## src/rtl/ccd_pkg.sv

```systemverilog
`timescale 1ns/1ps
package ccd_pkg;
    localparam int NUM_PHASES = 3;

    function automatic int idx_width(input int n);
        int w;
        w = 1;
        while ((1 << w) < n) w++;
        return w;
    endfunction
endpackage

```

## src/rtl/zseq_div3.sv

```systemverilog
`timescale 1ns/1ps
// Zero-sequence current of one module: phase sum / 3, truncated toward zero.
module zseq_div3 #(
    parameter int W_IN = 16
) (
    input  logic signed [W_IN-1:0] ph_a,
    input  logic signed [W_IN-1:0] ph_b,
    input  logic signed [W_IN-1:0] ph_c,
    output logic signed [W_IN-1:0] zs
);
    localparam int W_SUM  = W_IN + 2;
    localparam int SHIFT  = W_SUM + 1;
    localparam int W_PROD = W_SUM + SHIFT;
    localparam logic [SHIFT-1:0] RECIP = SHIFT'(((64'd1 << SHIFT) + 64'd2) / 64'd3);

    logic signed [W_SUM-1:0] sum;
    logic                    neg;
    logic        [W_SUM-1:0] mag_sum;
    logic       [W_PROD-1:0] prod;
    logic         [W_IN-1:0] quot;

    always_comb begin
        sum     = W_SUM'(ph_a) + W_SUM'(ph_b) + W_SUM'(ph_c);
        neg     = sum[W_SUM-1];
        mag_sum = neg ? W_SUM'(-sum) : W_SUM'(sum);
        prod    = W_PROD'(mag_sum) * W_PROD'(RECIP);
        quot    = W_IN'(prod >> SHIFT);
        zs      = neg ? -$signed(quot) : $signed(quot);
    end
endmodule

```

## src/rtl/ripple_abs.sv

```systemverilog
`timescale 1ns/1ps
// Magnitude of the change between two zero-sequence samples.
module ripple_abs #(
    parameter int W_IN = 16
) (
    input  logic signed [W_IN-1:0] zs_now,
    input  logic signed [W_IN-1:0] zs_prev,
    output logic        [W_IN-1:0] mag
);
    logic signed [W_IN:0] diff;

    always_comb begin
        diff = (W_IN+1)'(zs_now) - (W_IN+1)'(zs_prev);
        mag  = diff[W_IN] ? W_IN'(-diff) : W_IN'(diff);
    end
endmodule

```

## src/rtl/peak_pick.sv

```systemverilog
`timescale 1ns/1ps
// Largest magnitude and its module number; the lower number wins ties.
module peak_pick #(
    parameter int N_MOD = 4,
    parameter int W_IN  = 16,
    parameter int IDX_W = 2
) (
    input  logic [N_MOD-1:0][W_IN-1:0] mags,
    output logic            [W_IN-1:0] peak,
    output logic           [IDX_W-1:0] peak_idx
);
    always_comb begin
        peak     = mags[0];
        peak_idx = '0;
        for (int m = 1; m < N_MOD; m++) begin
            if (mags[m] > peak) begin
                peak     = mags[m];
                peak_idx = IDX_W'(m);
            end
        end
    end
endmodule

```

## src/rtl/circ_ripple_detect.sv

```systemverilog
`timescale 1ns/1ps
module circ_ripple_detect
    import ccd_pkg::*;
#(
    parameter int N_MOD = 4,
    parameter int W_IN  = 16,
    parameter int IDX_W = idx_width(N_MOD)
) (
    input  logic                          clk,
    input  logic                          rst_n,
    input  logic                          sample_stb,
    input  logic [N_MOD*NUM_PHASES*W_IN-1:0] cur_in,
    output logic [N_MOD*W_IN-1:0]         mag_out,
    output logic [W_IN-1:0]               ref_mag,
    output logic [IDX_W-1:0]              ref_idx,
    output logic                          out_valid
);
    typedef struct packed {
        logic [N_MOD-1:0][W_IN-1:0] prev;
        logic                       primed;
        logic [N_MOD-1:0][W_IN-1:0] mag;
        logic [W_IN-1:0]            rmag;
        logic [IDX_W-1:0]           ridx;
        logic                       vld;
    } state_t;

    state_t s_d, s_q;

    logic [N_MOD-1:0][W_IN-1:0] zs_now;
    logic [N_MOD-1:0][W_IN-1:0] mag_now;
    logic [W_IN-1:0]            peak_now;
    logic [IDX_W-1:0]           peak_idx_now;

    for (genvar m = 0; m < N_MOD; m++) begin : g_mod
        localparam int BASE = m * NUM_PHASES * W_IN;
        logic signed [W_IN-1:0] zs_w;

        zseq_div3 #(.W_IN(W_IN)) u_zs (
            .ph_a (cur_in[BASE +: W_IN]),
            .ph_b (cur_in[BASE + W_IN +: W_IN]),
            .ph_c (cur_in[BASE + 2*W_IN +: W_IN]),
            .zs   (zs_w)
        );
        assign zs_now[m] = zs_w;

        ripple_abs #(.W_IN(W_IN)) u_rip (
            .zs_now  (zs_w),
            .zs_prev ($signed(s_q.prev[m])),
            .mag     (mag_now[m])
        );

        assign mag_out[m*W_IN +: W_IN] = s_q.mag[m];
    end

    peak_pick #(.N_MOD(N_MOD), .W_IN(W_IN), .IDX_W(IDX_W)) u_peak (
        .mags     (mag_now),
        .peak     (peak_now),
        .peak_idx (peak_idx_now)
    );

    always_comb begin
        s_d     = s_q;
        s_d.vld = 1'b0;
        if (sample_stb) begin
            s_d.prev   = zs_now;
            s_d.primed = 1'b1;
            if (s_q.primed) begin
                s_d.mag  = mag_now;
                s_d.rmag = peak_now;
                s_d.ridx = peak_idx_now;
                s_d.vld  = 1'b1;
            end
        end
    end

    always_ff @(posedge clk or negedge rst_n) begin
        if (!rst_n) s_q <= '0;
        else        s_q <= s_d;
    end

    assign ref_mag   = s_q.rmag;
    assign ref_idx   = s_q.ridx;
    assign out_valid = s_q.vld;
endmodule

```

## config.mk

```make
export PLATFORM = sky130hd
export DESIGN_NAME = circ_ripple_detect
export DESIGN_NICKNAME = d
export VERILOG_FILES = /design/src/rtl/ccd_pkg.sv /design/src/rtl/zseq_div3.sv /design/src/rtl/ripple_abs.sv /design/src/rtl/peak_pick.sv /design/src/rtl/circ_ripple_detect.sv
export SDC_FILE = /design/constraint.sdc
export NUM_CORES = 2
export LEC_CHECK = 0
export BUFFER_PORTS_ARGS = -buffer_cell sky130_fd_sc_hd__buf_2
export CAP_MARGIN = 30
export CORE_ASPECT_RATIO = 0.6
export CORE_MARGIN = 5
export CORE_UTILIZATION = 64
export DETAILED_ROUTE_END_ITERATION = 6
export PLACE_DENSITY = 0.84
export SYNTH_ARGS = -nofsm -noshare
export SYNTH_HDL_FRONTEND = slang
export SYNTH_SLANG_ARGS = --single-unit
```

## constraint.sdc

```tcl
create_clock -name clk -period 12.6 [get_ports clk]
set_input_delay 1.89 -clock clk [delete_from_list [all_inputs] [get_ports clk]]
set_output_delay 1.89 -clock clk [all_outputs]
set_load 0.02 [all_outputs]
```

==> results.md, run 1 <==
* Gr ovfl total at 537
* Syn. warnings at 0
* Top_reg_cell synth: dfrtp_1
* Cts bufs inserted at 17
* HPWL Detailed at 111000 um
* Routability cong. at 0.994
* Post-Syn Area per Cell at 8.89 um2
* Clock sink count at 148
* Largest net degree at the start of global routing at 90
* Placed Instances at 6694
* IO Count at 278
* Synth cell types at 96
* Cells after synthesis at 4614
* Ys async rst share at 1.00
* H-tree depth at 4
* Fail Step: global routing
* Mapped Area at 41000 um2
* Total of flip-flops plus latches after synthesis at 148
* Status: aborted with a tool error
* Deepest clock path buffer count at 2
* Cell Rows at 71
* Gr usage total at 0.838
* CTS root buffer: clkbuf_16
* Die W at 337 um
* Port Buf Inserts at 277
* EDFF count, synth at 0
* Initial core utilization at 0.651
* Mapped Nets at 6109
* Sequential cell area fraction in the yosys report at 0.0903
* Placed inst area at 52300 um2
* Die height at 206 um
* First Error: [ERROR GRT-0232] Routing congestion too high. Check the congestion heatmap in the GUI.
cells in the mapped netlist (30+ instances only):
cell type	number	area share
inv_1	1049	0.096
ha_1	793	0.24
fa_1	507	0.25
nand2_1	296	0.027
xnor2_1	220	0.047
nor2_1	216	0.020
o21ai_0	185	0.023
a21oi_1	178	0.022
dfrtp_1	148	0.090
xor2_1	119	0.025
buf_4	82	0.015
nor3_1	78	0.0095
a21o_1	72	0.013
clkbuf_1	53	0.0048
nand2b_1	43	0.0066
mux2_2	35	0.0096
a31oi_1	33	0.0050
nor2b_1	33	0.0050
o21a_1	33	0.0060
nand3_1	30	0.0037
o21bai_1	30	0.0055
stage by stage:
stage / setup slack, ps / utilization / TNS, ps / hold slack, ps
CTS: -5680 / 0.879 / -114180 / 479
global placement: -6350 / 0.828 / -148740 / 456
floorplan: -6110 / - / -109870 / 439
detailed placement: -7100 / 0.828 / -192560 / 462
what timing repair did:
item,4_1_cts
cloned,2
pin swaps,177
hold buffers,0
resized for setup,307
endpoints found under the setup margin,78
setup buffers,135
logic make-up after synthesis:
family / count (synthesis) / share of synthesized area
flip-flops: 148 / 0.0903
multiplexers: 60 / 0.0157
AND/OR/NAND/NOR: 866 / 0.101
AO/OA/AOI/OAI: 702 / 0.111
buffers and inverters: 1193 / 0.117
XOR/XNOR: 343 / 0.0743
adder cells (fa/ha/maj): 1302 / 0.490
metal layers:
| layer | GRT overflow | global-route usage |
|---|---|---|
| met4 | 179 | 0.874 |
| met1 | 45 | 0.802 |
| met2 | 282 | 0.961 |
| met3 | 30 | 0.735 |
| met5 | 1 | 0.648 |
==> run 2: changes to the inputs <==
- CORE_ASPECT_RATIO: 0.6 -> not set
- CORE_UTILIZATION: 64 -> 40
- PLACE_DENSITY: 0.84 -> not set
- PLACE_DENSITY_LB_ADDON: not set -> 0.15
==> results.md, run 2 <==
* Setup_tns at -110920 ps
* Highest Clock Rate at 53.6 MHz
* Setup crit end kind: register
* Worst reg2reg setup slack at 3110 ps
* Crit Path Category: input pin to register
* Utilization after layout at 0.569
* Startpoint Class: input pin
* Clock transition at the registers of the reported paths at 60 ps
* Most common cell in the netlist: inv_1
* Worst path max stage delay at 570 ps
* Commonest non-fill, non-tap cells in the layout: 1228 x buf_4, 1024 x inv_1, 732 x ha_1
* Fillers at 9306
* Die height at 330 um (+60%)
* Initial drt markers at 1186
* Largest net degree at the start of global routing at 96
* Synth cell types at 96 (unchanged)
* Mapped Area at 41000 um2 (unchanged)
* Residual DRC count at 0
* H-tree depth at 4 (unchanged)
* Cts bufs inserted at 17 (unchanged)
* Gr usage total at 0.210
* Antenna-violating nets left at 0
* Post-Syn Area per Cell at 8.89 um2 (unchanged)
* Post-DR wirelength/cell at 15.1 um
* Routability cong. at 0.912 (-8.2%)
* Area Overhead vs Synth at 41.4%
* Antenna diodes at 0
* Routed WL at 112000 um
* Max Slew Vio Count at 0
* Die W at 330 um (-2.0%)
* Insertion delay to the later sink of the worst-skew pair at 480 ps
* Area occupied by registers at 3700 um2
* CTS tree: built
* Least-Margin Pin Slew at 975 ps
* Cell Rows at 117 (+65%)
* Top reg by flops: s_q
* Max-cap violation count at 0
* Minimum clock period at 18640 ps
* Crit path required time at 12960 ps
* Sequential cell area fraction in the yosys report at 0.0903 (unchanged)
* Post-synth top cells: 1049 x inv_1, 793 x ha_1, 507 x fa_1
* Top post-synthesis cells by area: fa_1 25%, ha_1 24%, inv_1 9.6%
* Period Utilization, post-route at 1.48
* Initial core utilization at 0.403 (-0.248)
* Delay-heaviest family, CP: compound AO/OA/AOI/OAI gates
* Status: finished with violations
* Worst rel slew slack at 0.350
* Worst EP arrival at 19010 ps
* Total of flip-flops plus latches after synthesis at 148 (unchanged)
* Critical path peak fanout at 7
* Core area at 102000 um2
* Final setup violation count at 36
* Via count at 35100
* Vias in the first global route at 37500
* IO Count at 278 (unchanged)
* Commonest non-fill, non-tap cell in the layout: buf_4
* Failing checks: setup timing
* Tightest Hold Check Type: register to register
* Top_reg_cell synth: dfrtp_1
* Share of post-route cells with drive strength above 1 at 0.371
* Dpl ws at -7140 ps (-41.6 ps)
* Area of the multi-input gates at 36400 um2
* Final worst setup slack at -6040 ps
* Gr ovfl total at 0
* Slowest CP cell: fa_1
* CP most frequent cell: a21oi_2
* Nets at 7567
* Largest register FFs at 65
* Cells after synthesis at 4614 (unchanged)
* Mapped Nets at 6109 (unchanged)
* Leading area contributor after synthesis: fa_1
* Initial antenna violation count at 1
* Port Buf Inserts at 277 (unchanged)
* EDFF count, synth at 0 (unchanged)
* Deepest clock path buffer count at 2 (unchanged)
* DRT Pass-1 Iters at 5
* Final hold vios at 0
* Critical path buffers and inverters at 15
* First-pass GRT wire length at 187000 um
* Synth top area share at 0.247 (unchanged)
* CTS root buffer: clkbuf_16
* Die Area at 109000 um2
* Unrepaired setup endpoints after global routing: yes
* Post-Route Skew at 15.7 ps
* Syn. warnings at 0 (unchanged)
* Clock sink count at 148 (unchanged)
* Ys async rst share at 1.00 (unchanged)
* Drt via density at 4.71
* HPWL Detailed at 97700 um (-12%)
-- run 2: area by class of cell --
type	count	area share
multi-input combinational	3274	0.628
timing repair buffer	1582	0.200
inverter	1049	0.0681
sequential	148	0.0639
tap	1368	0.0295
clock buffer	20	0.00787
clock inverter	12	0.00252
-- run 2: kinds of logic after synthesis --
kind of cell,Yosys count,share of synthesized area
compound gates,702,0.111
xor+xnor,343,0.0743
fa+ha+maj,1302,0.490
buf+inv,1193,0.117
flops,148,0.0903
mux,60,0.0157
simple gates,866,0.101
-- run 2: final timing paths --
| kind | end | depth (start not counted) | from |
|---|---|---|---|
| worst max-delay path | ref_mag[14] | 98 | cur_in[49] |
| worst min-delay path | mag_out[19] | 2 | mag_out[19] |
| worst max register to register | ref_mag[14] | 54 | s_q[100] |
| worst min register to register | mag_out[19] | 2 | mag_out[19] |
| max in group asynchronous | mag_out[44] | 2 | rst_n |
| min in group asynchronous | mag_out[52] | 1 | rst_n |
-- run 2: stage by stage --
stage | area [um2] | cells | hold WS [ps]
2_1_floorplan | 42400 | 4614 | 439
3_3_place_gp | 53100 | 7241 | 456
3_5_place_dp | 53100 | 7241 | 458
4_1_cts | 56200 | 7399 | 474
5_1_grt | 58000 | 7453 | 498
6_report | 58000 | 7453 | 465
-- run 2: worst register-to-register path, delay by kind of cell, from the launching register on --
| kind | cells | cell delay, ps |
|---|---|---|
| AND/OR/NAND/NOR | 16 | 2150 |
| AO/OA/AOI/OAI | 25 | 4470 |
| adder cells (fa/ha/maj) | 5 | 1370 |
| multiplexers | 2 | 390 |
| flip-flops | 1 | 390 |
| buffers and inverters | 6 | 640 |
-- run 2: per-layer routing --
metal | vias up | track usage | part of all wire
met5 | - | 0 | 0
met4 | 0 | 0.0261 | 0.0092
met3 | 58 | 0.0269 | 0.036
met2 | 408 | 0.359 | 0.47
met1 | 16900 | 0.295 | 0.48
li1 | 17800 | - | -
-- run 2: timing repair --
item                                    CTS  global route
endpoints found under the setup margin   78            78
pin swaps                               174           223
hold buffers                              0             0
resized for setup                       288           292
hold endpoints to repair                  0             0
buffers inserted                        124            73
cloned                                    4             0
Power of run 2 is not shown: default switching activity piles up to over one toggle a cycle in this logic, so the estimate is an artifact.
